==> src/rtl/wdk_pkg.sv <==
// Shared types for the keyed watchdog.
// Assumes: state codes are observed by software and by the bench, so the
// encoding below is fixed.
package wdk_pkg;

    typedef enum logic [2:0] {
        WDS_IDLE     = 3'd0,
        WDS_PRE      = 3'd1,
        WDS_RUN      = 3'd2,
        WDS_RUN_HALF = 3'd3,
        WDS_FIRE     = 3'd4
    } wds_e;

endpackage

==> src/rtl/wdk_key_decode.sv <==
// Splits a control word into its enable flag and two key matches.
// Assumes: key field and enable position fit inside CTRL_W.
module wdk_key_decode #(
    parameter int unsigned CTRL_W  = 32,
    parameter int unsigned KEY_LSB = 16,
    parameter int unsigned KEY_W   = 16,
    parameter int unsigned EN_POS  = 14,
    parameter logic [KEY_W-1:0] KEY_ARM = 16'hA5C6,
    parameter logic [KEY_W-1:0] KEY_GO  = 16'hDA7E
) (
    input  logic [CTRL_W-1:0] word,
    output logic              en_bit,
    output logic              arm_hit,
    output logic              go_hit
);

    logic [KEY_W-1:0] key_field;

    // Field extraction and key comparison.
    always_comb begin
        key_field = word[KEY_LSB +: KEY_W];
        en_bit    = word[EN_POS];
        arm_hit   = (key_field == KEY_ARM);
        go_hit    = (key_field == KEY_GO);
    end

endmodule

==> src/rtl/wdk_span_counter.sv <==
// Up-counter built from HALVES equal slices chained by carry, with a
// full-width match against the period.
// Assumes: clr wins over inc; the count wraps silently past all ones.
module wdk_span_counter #(
    parameter int unsigned HALF_W = 32,
    parameter int unsigned HALVES = 2,
    localparam int unsigned CNT_W = HALF_W * HALVES
) (
    input  logic             clk,
    input  logic             rst_n,
    input  logic             clr,
    input  logic             inc,
    input  logic [CNT_W-1:0] period,
    output logic [CNT_W-1:0] cnt,
    output logic             hit
);

    logic [HALF_W-1:0] slice_q [HALVES];
    logic [HALVES-1:0] step;

    for (genvar g = 0; g < HALVES; g++) begin : g_slice
        if (g == 0) begin : g_first
            assign step[g] = inc;
        end else begin : g_rest
            assign step[g] = step[g-1] && (&slice_q[g-1]);
        end

        // Slice register: clear, or advance when all lower slices carry.
        always_ff @(posedge clk) begin
            if (!rst_n || clr) begin
                slice_q[g] <= '0;
            end else if (step[g]) begin
                slice_q[g] <= slice_q[g] + 1'b1;
            end
        end

        assign cnt[g*HALF_W +: HALF_W] = slice_q[g];
    end

    // Full-width period match.
    always_comb begin
        hit = (cnt == period);
    end

endmodule

==> src/rtl/wdk_rst_pulse.sv <==
// Fixed-length pulse generator for the system reset output.
// Assumes: LEN >= 1; a start while active is not expected.
module wdk_rst_pulse #(
    parameter int unsigned LEN = 16,
    localparam int unsigned CW = (LEN > 1) ? $clog2(LEN) : 1
) (
    input  logic clk,
    input  logic rst_n,
    input  logic start,
    output logic active,
    output logic last
);

    logic [CW-1:0] left_q;
    logic          act_q;

    // Pulse timer: load on start, count down, drop after the final cycle.
    always_ff @(posedge clk) begin
        if (!rst_n) begin
            act_q  <= 1'b0;
            left_q <= '0;
        end else if (start) begin
            act_q  <= 1'b1;
            left_q <= CW'(LEN - 1);
        end else if (act_q) begin
            if (left_q == '0) begin
                act_q <= 1'b0;
            end else begin
                left_q <= left_q - 1'b1;
            end
        end
    end

    assign active = act_q;
    assign last   = act_q && (left_q == '0);

endmodule

==> src/rtl/wdk_seq_fsm.sv <==
// Key sequencing state machine: arming, servicing, bad-key and timeout
// detection, and hand-off to the pulse generator.
// Assumes: the enable condition gates every move except the pulse exit;
// a timeout has precedence over a same-edge write.
module wdk_seq_fsm
    import wdk_pkg::*;
(
    input  logic clk,
    input  logic rst_n,
    input  logic gate,
    input  logic wr,
    input  logic en_bit,
    input  logic arm_hit,
    input  logic go_hit,
    input  logic hit,
    input  logic pulse_last,
    output wds_e state,
    output logic cnt_clr,
    output logic cnt_inc,
    output logic pulse_start
);

    wds_e state_q, state_d;
    logic service;
    logic running;

    // Next-state selection.
    always_comb begin
        state_d = state_q;
        service = 1'b0;
        unique case (state_q)
            WDS_IDLE: begin
                if (gate && wr && en_bit && arm_hit) state_d = WDS_PRE;
            end
            WDS_PRE: begin
                if (gate && wr && en_bit && go_hit) state_d = WDS_RUN;
            end
            WDS_RUN: begin
                if (gate) begin
                    if (hit) begin
                        state_d = WDS_FIRE;
                    end else if (wr) begin
                        state_d = arm_hit ? WDS_RUN_HALF : WDS_FIRE;
                    end
                end
            end
            WDS_RUN_HALF: begin
                if (gate) begin
                    if (hit) begin
                        state_d = WDS_FIRE;
                    end else if (wr) begin
                        if (go_hit) begin
                            state_d = WDS_RUN;
                            service = 1'b1;
                        end else begin
                            state_d = WDS_FIRE;
                        end
                    end
                end
            end
            WDS_FIRE: begin
                if (pulse_last) state_d = WDS_IDLE;
            end
            default: state_d = WDS_IDLE;
        endcase
    end

    // State register.
    always_ff @(posedge clk) begin
        if (!rst_n) begin
            state_q <= WDS_IDLE;
        end else begin
            state_q <= state_d;
        end
    end

    // Counter and pulse control derived from the current state.
    always_comb begin
        running     = (state_q == WDS_RUN) || (state_q == WDS_RUN_HALF);
        cnt_inc     = running && gate;
        cnt_clr     = !running || service;
        pulse_start = (state_q != WDS_FIRE) && (state_d == WDS_FIRE);
    end

    assign state = state_q;

endmodule

==> src/rtl/wdog_keyed_reset.sv <==
// Keyed watchdog top: decodes control writes, sequences the key states,
// runs the joined timeout counter and emits the reset pulse.
// Assumes: all inputs synchronous to clk; wr_data valid with wr_en.
module wdog_keyed_reset
    import wdk_pkg::*;
#(
    parameter int unsigned CTRL_W    = 32,
    parameter int unsigned KEY_LSB   = 16,
    parameter int unsigned KEY_W     = 16,
    parameter int unsigned EN_POS    = 14,
    parameter logic [KEY_W-1:0] KEY_ARM = 16'hA5C6,
    parameter logic [KEY_W-1:0] KEY_GO  = 16'hDA7E,
    parameter int unsigned HALF_W    = 32,
    parameter int unsigned PULSE_LEN = 16,
    parameter logic [1:0]  MODE_WDOG = 2'b10,
    localparam int unsigned CNT_W    = 2 * HALF_W
) (
    input  logic              clk,
    input  logic              rst_n,
    input  logic [1:0]        tmode,
    input  logic [1:0]        half_run,
    input  logic              wr_en,
    input  logic [CTRL_W-1:0] wr_data,
    input  logic [HALF_W-1:0] period_lo,
    input  logic [HALF_W-1:0] period_hi,
    output logic              sys_rst,
    output logic [2:0]        wd_state,
    output logic [CNT_W-1:0]  count
);

    logic wd_gate;
    logic en_bit, arm_hit, go_hit;
    logic hit, cnt_clr, cnt_inc;
    logic pulse_start, pulse_last;
    wds_e state;

    // Watchdog operates only in its mode with both halves released.
    always_comb begin
        wd_gate = (tmode == MODE_WDOG) && (&half_run);
    end

    wdk_key_decode #(
        .CTRL_W (CTRL_W), .KEY_LSB(KEY_LSB), .KEY_W(KEY_W),
        .EN_POS (EN_POS), .KEY_ARM(KEY_ARM), .KEY_GO(KEY_GO)
    ) u_dec (
        .word   (wr_data),
        .en_bit (en_bit),
        .arm_hit(arm_hit),
        .go_hit (go_hit)
    );

    wdk_seq_fsm u_fsm (
        .clk        (clk),
        .rst_n      (rst_n),
        .gate       (wd_gate),
        .wr         (wr_en),
        .en_bit     (en_bit),
        .arm_hit    (arm_hit),
        .go_hit     (go_hit),
        .hit        (hit),
        .pulse_last (pulse_last),
        .state      (state),
        .cnt_clr    (cnt_clr),
        .cnt_inc    (cnt_inc),
        .pulse_start(pulse_start)
    );

    wdk_span_counter #(.HALF_W(HALF_W), .HALVES(2)) u_cnt (
        .clk   (clk),
        .rst_n (rst_n),
        .clr   (cnt_clr),
        .inc   (cnt_inc),
        .period({period_hi, period_lo}),
        .cnt   (count),
        .hit   (hit)
    );

    wdk_rst_pulse #(.LEN(PULSE_LEN)) u_pulse (
        .clk   (clk),
        .rst_n (rst_n),
        .start (pulse_start),
        .active(sys_rst),
        .last  (pulse_last)
    );

    assign wd_state = state;

endmodule

==> config.mk <==
export PLATFORM = sky130hd
export DESIGN_NAME = wdog_keyed_reset
export DESIGN_NICKNAME = d
export VERILOG_FILES = /design/src/rtl/wdk_pkg.sv /design/src/rtl/wdk_key_decode.sv /design/src/rtl/wdk_span_counter.sv /design/src/rtl/wdk_rst_pulse.sv /design/src/rtl/wdk_seq_fsm.sv /design/src/rtl/wdog_keyed_reset.sv
export SDC_FILE = /design/constraint.sdc
export NUM_CORES = 1
export LEC_CHECK = 0
export ABC_AREA = 1
export BUFFER_PORTS_ARGS = -buffer_cell sky130_fd_sc_hd__buf_4
export CORE_MARGIN = 4
export CORE_UTILIZATION = 40
export CTS_CLUSTER_DIAMETER = 80
export DETAILED_ROUTE_END_ITERATION = 10
export PLACE_DENSITY = 0.74
export SLEW_MARGIN = 20
export SYNTH_ARGS = -nofsm -noshare
export SYNTH_HDL_FRONTEND = slang
export SYNTH_SLANG_ARGS = --single-unit
export TNS_END_PERCENT = 5
==> constraint.sdc <==
create_clock -name clk -period 2.73 [get_ports clk]
set_clock_uncertainty 0.05 [all_clocks]
set_input_delay 0.546 -clock clk [delete_from_list [all_inputs] [get_ports clk]]
set_output_delay 0.546 -clock clk [all_outputs]
set_load 0.03 [all_outputs]
==> After elaboration in Yosys (flattened, before gate mapping) <==
Memories as Yosys holds them, arrays and structs flattened.
Cells that the tools add are included.
{ "totals": {"word_cells": 73, "memories": 1, "regBits": 8, "ramBits": 64} }
{ "mem_list": {"columns": ["memory", "words", "width", "rd", "rd_ports_with_merged_regs", "wr", "line", "source"], "rows": [
  ["u_cnt.slice_q", 2, 32, 2, 0, 2, "wdk_span_counter.sv:18", "logic [HALF_W-1:0] slice_q [HALVES];"]
]} }
{ "op_classes": {"n_eq_ne": 11, "n_bitwise": 2, "reduce_logical": 20, "addsub": 3, "n_mux": 33} }
{ "op_table": {"columns": ["cell", "n"], "rows": [
  ["$add A32 B1 Y32 const B", 2],
  ["$eq A64 B64 Y1", 1],
  ["$mux W32", 2],
  ["$mux W3", 11],
  ["$eq A16 B16 Y1 const B", 2],
  ["$reduce_and A32 Y1", 1],
  ["$mux W1", 16],
  ["$pmux W3 S5", 1],
  ["$mux W4", 3],
  ["$logic_and A1 B1 Y1", 9],
  ["$eq A3 B2 Y1 const B", 2],
  ["$eq A3 B3 Y1 const B", 2],
  ["$logic_not A4 Y1", 1],
  ["$reduce_and A2 Y1", 2],
  ["$sub A4 B1 Y4 const B", 1],
  ["$eq A3 B1 Y1 const B", 1],
  ["$logic_not A3 Y1", 1],
  ["$logic_or A1 B1 Y1", 3],
  ["$ne A3 B3 Y1 const B", 1],
  ["$eq A2 B2 Y1 const B", 1],
  ["$logic_not A1 Y1", 2],
  ["$ne A2 B2 Y1 const B", 1],
  ["$or A1 B1 Y1", 2],
  ["$reduce_bool A2 Y1", 1]
]} }

==> Depth between registers and ports, before layout <==
Gate-level depths: netlist of run 1.
{ "logic_depth": {"ltp_word": 11, "depth_mapped": 14} }

==> Modules after synthesis <==
A second synthesis of run 1 with hierarchy kept.
{ "unflattened": {"hier_cells": 798, "area_unflattened_um2": 5681.7} }
{ "by_module_without_submodules": {"columns": ["module", "seq_area_each_um2", "cells_each", "instances", "area_per_inst_um2"], "rows": [
  ["wdk_span_counter", 1921.8, 661, 1, 4906.0],
  ["wdk_seq_fsm", 60.1, 55, 1, 311.5],
  ["wdk_rst_pulse", 100.1, 38, 1, 290.3],
  ["wdk_key_decode", 0.0, 40, 1, 156.4],
  ["wdog_keyed_reset", 0.0, 4, 1, 17.5]
]} }

==> Least setup slack after synthesis of run 1 <==
OpenSTA, ideal clock, no wires.
{ "synth_timing": {"path_kind": "flip-flop to flip-flop", "startpoint": "mem u_cnt.slice_q[0][0]", "endpoint": "mem u_cnt.slice_q[1][0], enable pin", "arrival_time_ns": 2.554, "synth_period_minus_slack_ns": 2.993, "path_stages_with_launch": 12, "setup_time_ns": 0.389, "setup_slack_ns": -0.263, "t_required_ns": 2.291, "path_buffers": 0, "path_cell_list": "edfxtp_1 > ha_1 > nand2_1 > nor2_2 > nand2_2 > nor3_4 > nand4_2 > nor2_2 > nand4_2 > nor2_4 > nand2_1 > nand2_1"} }
{ "synth_rtl": {"columns": ["element", "line"], "rows": [
  ["start: declaration", "wdk_span_counter.sv:18"]
]} }

==> summary.txt, run 1 <==
Floorplanning
  • Die Span Y: roughly 130 um
  • Placement Rows: between 40 and 50
  • I/O pin count: 171
  • Die area: 0.0161 mm^2
  • Starting Density: 0.408
  • Die Width: 127 um
  • Core area: 0.0139 mm^2

Global routing
  • First-pass GRT wire length: 23.7 mm
  • Global route total overflow: 0
  • Initial antenna violation count: 0
  • Largest net degree at the start of global routing: 33
  • All-Layer GR Usage: 0.179
  • Vias in the first global route: 5235

Worst setup path
  • Worst Setup End Kind: register
  • Required time of the critical path: 2750 ps
  • Crit path largest cell delay: 430 ps
  • Critical path class: reg2reg
  • Crit path DAT: between 2000 and 3000 ps
  • Max FO, Critical Path: 6
  • CP cell instances: ha_1 > nand3_1 > inv_1 > nand2_1 > inv_2 > nand3_1 > or2_1 > nor2_2 > nand2_1 > o21ai_0 > a21oi_2
  • Setup crit start kind: register
  • Crit path buf inv count: 2
  • Slowest CP cell: edfxtp_1
  • CP top delay family: simple AND/OR/NAND/NOR gates

Place
  • Routability cong.: 0.846
  • Hpwl dp: 11.4 mm
  • Number of buffers added on ports: 155

Clocking
  • Root Driver: clkbuf_16
  • TritonCTS Buffers: 9
  • Post-CTS Hold Buffers: 0
  • CTS tree: yes
  • Reg clk slew, reported paths: 60 ps
  • Worst skew pair latency: 340 ps
  • Htree depth: 3
  • Maximum root-to-sink buffer count: 2
  • TritonCTS sink count: 72

STA
  • Final period util: 0.910
  • Final Setup Violations: 0
  • Worst-margin pin slew: around 440 ps
  • Post-layout min period: about 2500 ps
  • Max frequency: between 0.4 and 0.5 GHz
  • RSZ-0062 raised after global routing: false
  • Fin. Hold Viols: 0
  • Fin Setup TNS: 0 ps
  • Final Max Tran Viols: 0
  • Slew margin rel.: 0.706

Drt
  • Via count: 5596
  • Initial drt markers: 289
  • Routed len/inst: 12.4 um
  • Via-to-Cell Ratio: roughly 4.7
  • Post-route ant nets: 0
  • Remaining DRCs: 0
  • Final wirelength: 14.7 mm
  • Drt pass-1 iters: 7

Flow run
  • Max_cap viols: 0

Status
  • Status: complete, no violations

Hold path
  • Hold WC Path Type: in2reg

Final layout
  • Layout area overhead: 30.8%
  • N_diodes: 0
  • Net count, final: 1108
  • Layout cells sized above 1: 0.258

Pwr
  • Leak: 3.32 nW
  • Register share of total power: 0.460
  • Total power draw: 0.00256 W
  • Clk pwr share: 0.467
  • VDD IR-drop max: 250 uV
  • P_int: 0.00200 W
  • PwrDens: 346 mW/mm^2
  • Logic pwr share: 0.073
  • Psw: about 0.00056 W
  • Switching part of the total: 0.218

Yosys
  • Sequential share of the synthesized area: 0.367
  • Warnings, synthesis: 0
  • Synth Net Count: 936
  • Post-synth cell types: 34
  • Yosys reg bits: 72
  • Post-Syn Area: 0.00567 mm^2
  • Syn Inst Count: 830
  • Syn avg cell area: 6.83 um^2
-- state kept, by name, indices dropped and copies added, names as in the netlist --
name	cells
u_pulse.left_q	4
u_fsm.state	3
u_cnt.slice_q	64
u_pulse.active	1
-- through the flow --
step           setup WS [ps]  hold WS, ps  instances  utilization  area [um^2]
3_3_place_gp             196          500       1168        0.511         7090
6_report                 247          529       1187        0.534         7410
4_1_cts                  173          523       1184        0.532         7390
3_5_place_dp             193          508       1168        0.511         7090
2_1_floorplan           25.6          482        830            -         5670
5_1_grt                 23.1          573       1187        0.534         7410
-- power by group through the flow --
| stage | logic, W | clock network (W) | registers, W |
|---|---|---|---|
| floorplan | 0.0000689 | 0 | 0.00120 |
| global placement | 0.000183 | 0 | 0.00120 |
| detailed placement | 0.000187 | 0 | 0.00120 |
| CTS | 0.000188 | 0.00121 | 0.00118 |
| global route | 0.000212 | 0.00127 | 0.00118 |
| finish | 0.000187 | 0.00120 | 0.00118 |
-- layout by cell type, fill, tap and decap left out, types with 3 or more instances in the layout --
master / Yosys / layout
inv_1: 114 / 114
clkinv_1: 5 / 5
nand2_2: 2 / 3
nor3_2: 4 / 4
a21oi_1: 21 / 21
or2_2: 3 / 3
xnor2_1: 3 / 3
inv_2: 35 / 35
nor2_2: 10 / 9
nand3_1: 25 / 25
nand2_1: 240 / 239
nor3b_2: 5 / 5
ha_1: 3 / 3
nor2_1: 147 / 147
nor4_1: 7 / 7
xor2_1: 48 / 48
edfxtp_1: 64 / 64
clkinvlp_4: 0 / 3
dfxtp_1: 8 / 8
nor3_1: 17 / 17
o21ai_0: 12 / 12
clkbuf_16: 0 / 9
nand4_1: 27 / 27
buf_4: 0 / 168
a21oi_2: 9 / 9
-- logic make-up (layout without fill, tap and decap cells) --
kind of cell | count (synthesis) | after routing | share of synthesized area
AOI/OAI and AO/OA | 45 | 45 | 0.0481
xor gates and xnor gates | 51 | 51 | 0.0788
and+or+nand+nor | 497 | 497 | 0.386
DFF | 72 | 72 | 0.367
buffers and inverters | 162 | 339 | 0.113
adders and majority gates | 3 | 3 | 0.00662
-- cells in the mapped netlist, drive strengths merged --
cell / count / area [um^2]
nand2: 242 / 913
nor2: 158 / 626
inv: 149 / 559
edfxtp: 64 / 1920
xor2: 48 / 420
a21oi: 31 / 200
nand4: 29 / 194
nand3: 26 / 135
nor3: 22 / 141
o21ai: 12 / 60.1
buf: 8 / 65.1
dfxtp: 8 / 160
nor4: 8 / 65.1
nor3b: 7 / 77.6
clkinv: 5 / 18.8
or2: 4 / 25.0
ha: 3 / 37.5
xnor2: 3 / 26.3
a31oi: 2 / 12.5
or4: 1 / 7.51
-- final cells by class --
cell class                      count  area, um^2
Timing Repair Buffer              169        1280
Clock buffer                       10         229
Fill cell                        1357        6470
Sequential cell                    72        2080
Clock inverter                      6        70.1
Multi-Input combinational cell    596        2950
Tap cell                          180         225
Inverter                          154         578
-- worst min-delay path: stages --
cell and delay [ps]:
buf_4 90, inv_1 120, nor2_1 120
-- what timing repair did --
action | in CTS | in global routing
setup buffers | 0 | 3
setup endpoints to repair | 0 | 33
gates resized for setup | 0 | 1
-- metal layers --
metal	vias up	track usage	part of all wire
met5	-	0	0
met4	0	0.0599	0.016
met3	19	0.0389	0.086
met2	188	0.295	0.47
met1	2436	0.233	0.43
li1	2953	-	-
-- worst paths after layout --
path	startpoint	end	cells after the start	slack, ps
setup reg to reg	u_cnt.slice_q[1][1]	u_cnt.slice_q[1][30]	11	250
setup / recovery	u_cnt.slice_q[1][1]	u_cnt.slice_q[1][30]	11	250
hold reg to reg	u_pulse.left_q[3]	u_pulse.left_q[3]	2	530
hold / removal	rst_n	u_fsm.state[1]	3	530
(Power assumes the default switching activity.)
==> inputs of run 2 (changes only) <==
--- a/config.mk
+++ b/config.mk
@@ -7,7 +7,7 @@
 export LEC_CHECK = 0
 export ABC_AREA = 1
 export BUFFER_PORTS_ARGS = -buffer_cell sky130_fd_sc_hd__buf_4
-export CORE_MARGIN = 4
+export CORE_MARGIN = 2
 export CORE_UTILIZATION = 40
 export CTS_CLUSTER_DIAMETER = 80
 export DETAILED_ROUTE_END_ITERATION = 10
==> summary.txt, run 2 (synthesized netlist as in run 1, its figures left out) <==
Status
  • Status: complete, no violations

Worst setup path
  • Crit path buf inv count: 1
  • Max FO, Critical Path: 32
  • Required time of the critical path: approximately 2700 ps
  • CP cell instances: ha_1 > nand2_1 > nor2_4 > nand2_2 > nor3_4 > nand4_2 > nor2_2 > nand4_2 > nor2_4 > nand2_1 > nand2_2 > buf_12
  • CP top delay family: simple AND/OR/NAND/NOR gates
  • Worst Setup End Kind: register
  • Crit path largest cell delay: about 410 ps
  • Crit path DAT: 2420 ps
  • Critical path class: reg2reg
  • Setup crit start kind: register
  • Slowest CP cell: edfxtp_1

STA
  • Final Setup Violations: 0
  • Slew margin rel.: 0.739
  • RSZ-0062 raised after global routing: false
  • Fin Setup TNS: 0 ps
  • Fin. Hold Viols: 0
  • Final period util: 0.897
  • Max frequency: approximately 0.4 GHz
  • Worst-margin pin slew: 389 ps
  • Post-layout min period: 2450 ps
  • Final Max Tran Viols: 0

Drt
  • Routed len/inst: 12.1 um
  • Via-to-Cell Ratio: approximately 4.7
  • Highest routed layer: met4
  • Met1 Wirelength: approximately 6.7 mm
  • Met3 wire len: 760 um
  • Remaining DRCs: 0
  • Final wirelength: approximately 14 mm
  • Initial drt markers: around 320
  • Drt pass-1 iters: 4
  • Post-route ant nets: 0
  • Via count: roughly 5600
  • Met2 WL: 6.66 mm

Final layout
  • Finished Core Util: 0.539
  • Layout cells sized above 1: 0.258
  • Net count, final: between 1000 and 1500
  • Layout area overhead: 32.1%
  • Final std cells w/o fill: ~1200
  • Commonest non-fill, non-tap cell in the layout: nand2_1
  • Most frequent cells in the layout: nand2_1 (239), buf_4 (164), nor2_1 (147)
  • Cell area after layout: 0.00748 mm^2
  • N_diodes: 0
  • Largest Register: u_cnt.slice_q
  • Max reg flops: between 60 and 70
  • Filler Cell Count: 1370

Pwr
  • PwrDens: 358 mW/mm^2
  • Total power draw: 0.00268 W
  • VDD IR-drop max: approximately 230 uV
  • Leak: ~3.4 nW

Place
  • Number of buffers added on ports: 155
  • Cell Area, Placed: 0.00714 mm^2
  • Hpwl dp: between 10 and 15 mm
  • Placed Instances: between 1000 and 1500
  • Routability cong.: 0.856

Clocking
  • Maximum root-to-sink buffer count: 2
  • TritonCTS Buffers: 9
  • TritonCTS sink count: 72
  • CTS tree: yes
  • Worst skew pair latency: between 300 and 400 ps
  • Root Driver: clkbuf_16
  • Reg clk slew, reported paths: about 60 ps
  • Htree depth: 3
  • Setup repair bufs after CTS: 0

Global routing
  • First-pass GRT wire length: 22.9 mm
  • Largest net degree at the start of global routing: 33
  • All-Layer GR Usage: 0.189
  • Global route total overflow: 0
  • Initial antenna violation count: 0
  • Vias in the first global route: 5046

Flow run
  • Max_cap viols: 0

Floorplanning
  • Die Width: between 100 and 150 um
  • I/O pin count: 171
  • Starting Density: 0.408
  • Core area: 0.0139 mm^2
  • Placement Rows: 43
  • Die Span Y: between 100 and 150 um
  • Die area: 0.0151 mm^2

Hold path
  • Hold WC Path Type: in2reg
run 2: final cells by class:
class | instances | area (um^2) | area share
Tap cell | 180 | 225 | 0.0301
Timing Repair Buffer | 168 | 1310 | 0.175
Sequential cell | 72 | 2080 | 0.278
Clock buffer | 14 | 328 | 0.0438
Inverter | 154 | 578 | 0.0772
Multi-Input combinational cell | 596 | 2950 | 0.394
Clock inverter | 2 | 11.3 | 0.00150
run 2: through the flow:
stage	setup slack [ps]	hold WS, ps
2_1_floorplan	25.6	482
3_3_place_gp	261	501
3_5_place_dp	215	521
4_1_cts	199	515
5_1_grt	41.8	544
6_report	280	517
run 2: worst paths after layout:
check	start	end	slack (ps)	cells after the start
hold reg to reg	u_pulse.left_q[1]	u_pulse.left_q[1]	520	2
setup reg to reg	u_cnt.slice_q[0][1]	u_cnt.slice_q[1][4]	280	12
hold / removal	rst_n	u_fsm.state[1]	520	3
setup / recovery	u_cnt.slice_q[0][1]	u_cnt.slice_q[1][4]	280	12
run 2: worst min-delay path, cell delays in order:
cell	delay, ps
buf_4	90
inv_1	110
nor2_1	120
run 2: where the power goes:
| group | switching [W] | internal (W) |
|---|---|---|
| Sequential | 0.0000000000344 | 0.00118 |
| Clock | 0.000482 | 0.000832 |
| Combinational | 0.0000739 | 0.000113 |
run 2: repair_timing:
item | in CTS | in global routing
hold endpoints to repair | 0 | 0
hold buffers | 0 | 0
setup endpoints to repair | 0 | 32
resized for setup | 0 | 1
run 2: routing by layer:
metal,up-vias,track usage
li1,2948,-
met1,2483,0.251
met2,145,0.322
met3,11,0.0263
met4,0,0.0561
met5,-,0
==> inputs of run 3 (changes only) <==
--- a/config.mk
+++ b/config.mk
@@ -5,13 +5,12 @@
 export SDC_FILE = /design/constraint.sdc
 export NUM_CORES = 1
 export LEC_CHECK = 0
-export ABC_AREA = 1
 export BUFFER_PORTS_ARGS = -buffer_cell sky130_fd_sc_hd__buf_4
 export CORE_MARGIN = 2
 export CORE_UTILIZATION = 40
 export CTS_CLUSTER_DIAMETER = 80
 export DETAILED_ROUTE_END_ITERATION = 10
-export PLACE_DENSITY = 0.74
+export PLACE_DENSITY = 0.76
 export SLEW_MARGIN = 20
 export SYNTH_ARGS = -nofsm -noshare
 export SYNTH_HDL_FRONTEND = slang
==> summary.txt, run 3 <==
Floorplanning
  • Die area: between 0.01 and 0.015 mm^2
  • Starting Density: 0.411
  • Placement Rows: 39
  • Core area: between 0.01 and 0.015 mm^2
  • I/O pin count: around 170
  • Die Width: 113 um
  • Die Span Y: about 110 um

Place
  • Post-Place Worst Slack: -76.5 ps
  • Routability cong.: 0.961
  • Cell Area, Placed: 0.00637 mm^2
  • Hpwl dp: 10.9 mm
  • Number of buffers added on ports: between 150 and 200

Global routing
  • First-pass GRT wire length: 21.9 mm
  • All-Layer GR Usage: 0.221
  • Global route total overflow: 0
  • Initial antenna violation count: 0
  • Largest net degree at the start of global routing: 33
  • Vias in the first global route: around 4400

Final layout
  • Filler Cell Count: 1006
  • N_diodes: 0
  • Layout area overhead: 42.5%
  • Layout cells sized above 1: 0.346
  • Largest Register: u_cnt.slice_q
  • Commonest non-fill, non-tap cell in the layout: buf_4
  • Most frequent cells in the layout: buf_4 (196), xor2_1 (98), edfxtp_1 (64)
  • Cell area after layout: 0.00671 mm^2
  • Max reg flops: 64
  • Net count, final: a little under 800

Yosys
  • Top cells by count, synth: xor2_1 (98), edfxtp_1 (64), nor2_1 (57)
  • Top-count cell post-synth: xor2_1
  • Syn Inst Count: 477
  • Syn avg cell area: about 10 um^2
  • Dominant synthesized flop cell: edfxtp_1
  • Synth Net Count: 583
  • Async SR Flop Fraction: 0
  • Post-synth cell types: 40
  • Warnings, synthesis: 0
  • Post-synth EDFFs: 64
  • Synth top area cells: edfxtp_1 (41%), xor2_1 (18%), xnor2_1 (5.2%), nor2_1 (4.5%), dfxtp_1 (3.4%)
  • Cell taking the most area after synthesis: edfxtp_1
  • Sequential share of the synthesized area: 0.442
  • Yosys reg bits: 72
  • Post-Syn Area: 0.00471 mm^2
  • Top cell type's share of synthesized area: 0.408

STA
  • Fin Setup TNS: 0 ps
  • Final Max Tran Viols: 0
  • Fin. Hold Viols: 0
  • Final Setup Violations: 0
  • Final setup margin: just over 80 ps
  • Max frequency: 0.378 GHz
  • RSZ-0062 raised after global routing: false
  • Post-layout min period: around 2600 ps
  • Slew margin rel.: 0.580
  • Worst-margin pin slew: 623 ps
  • Final period util: 0.970
  • Hold Slack: 389 ps

Worst setup path
  • Critical path class: reg2reg
  • CP cell instances: xor2_1 > nor4_1 > buf_4 > nand4_1 > nor4_4 > o31ai_4 > nand2b_2 > buf_12
  • Worst Setup End Kind: register
  • Required time of the critical path: 2750 ps
  • Slowest CP cell: edfxtp_1
  • Max FO, Critical Path: 32
  • Crit path largest cell delay: 470 ps
  • Setup crit start kind: register
  • Crit path DAT: 2670 ps

Drt
  • Initial drt markers: 219
  • Final wirelength: 14.0 mm
  • Met3 wire len: 1.05 mm
  • Highest routed layer: met4
  • Via-to-Cell Ratio: 5.35
  • Met2 WL: 7.05 mm
  • Drt pass-1 iters: 4
  • Via count: 4380
  • Remaining DRCs: 0
  • Routed len/inst: 17.1 um
  • Met1 Wirelength: 5.63 mm
  • Post-route ant nets: 0

Clocking
  • Reg clk slew, reported paths: 60 ps
  • Setup repair bufs after CTS: 0
  • Htree depth: 3
  • TritonCTS sink count: 72
  • Root Driver: clkbuf_16
  • CTS tree: yes
  • Post-CTS Hold Buffers: 0
  • Maximum root-to-sink buffer count: 2
  • TritonCTS Buffers: 9
  • Worst skew pair latency: 330 ps

Status
  • Status: complete, no violations

Pwr
  • Total power draw: around 0.0027 W
  • Leak: 2.89 nW
  • VDD IR-drop max: 246 uV
  • PwrDens: ~400 mW/mm^2

Flow run
  • Max_cap viols: 0

Hold path
  • Hold WC Path Type: in2reg
## run 3: changes by cell type after synthesis, moves of 8 or more
cell,change
nor2_1,-90
xor2_1,+50
inv_1,-99
a21oi_1,-19
inv_2,-35
nand2_1,-211
xnor2_1,+25
nor3_2,+8
nor2_2,-10
nor3_1,+10
and3_1,+10
a21oi_2,-9
nor4_1,+15
## run 3: critical path: cells and delay by family (launching register included)
family	cells	cell delay (ps)
buf+inv	2	370
compound gates	1	130
simple gates	4	1150
flops	1	470
xor+xnor	1	210
## run 3: logic make-up (layout without fill, tap and decap cells)
logic type,Yosys count,after routing,synth area share
flops,72,72,0.442
compound gates,17,17,0.0247
xor+xnor,126,126,0.234
fa+ha+maj,3,3,0.00797
buf+inv,31,230,0.0282
simple gates,228,228,0.263
## run 3: worst paths after layout
path	startpoint	endpoint	slack (ps)	cells after the start
min reg2reg	u_fsm.state[2]	u_fsm.state[2]	490	2
min	rst_n	u_pulse.left_q[1]	390	3
max reg2reg	u_cnt.slice_q[1][16]	u_cnt.slice_q[1][26]	80	8
max	u_cnt.slice_q[1][16]	u_cnt.slice_q[1][26]	80	8
## run 3: final cells by class
type / instances / area, um^2 / area share
multi-input combinational: 374 / 2530 / 0.377
sequential: 72 / 2080 / 0.310
timing repair buffer: 199 / 1530 / 0.228
clock buffer: 9 / 225 / 0.0336
tap: 143 / 179 / 0.0267
clock inverter: 7 / 110 / 0.0164
inverter: 15 / 56.3 / 0.00839
## run 3: report_power, final
group | total (W) | internal [W] | switching, W
Combinational | 0.000170 | 0.000105 | 0.0000647
Sequential | 0.00118 | 0.00118 | 0.0000000000158
Clock | 0.00134 | 0.000885 | 0.000451
Total | 0.00269 | 0.00217 | 0.000516
## run 3: per-stage QoR
| stage | cells | utilization |
|---|---|---|
| after floorplan | 477 | - |
| after global placement | 803 | 0.555 |
| after detailed placement | 803 | 0.555 |
| after CTS | 819 | 0.585 |
| after global routing | 819 | 0.585 |
| final | 819 | 0.585 |
## run 3: routing by layer
layer / track usage / vias up
met5: 0 / -
met4: 0.0715 / 0
met3: 0.0497 / 23
met2: 0.384 / 182
met1: 0.273 / 2082
li1: - / 2093
## run 3: repair_timing
item	CTS	global route
gates resized for setup	0	1
endpoints found under the setup margin	0	1
hold endpoints to repair	0	0
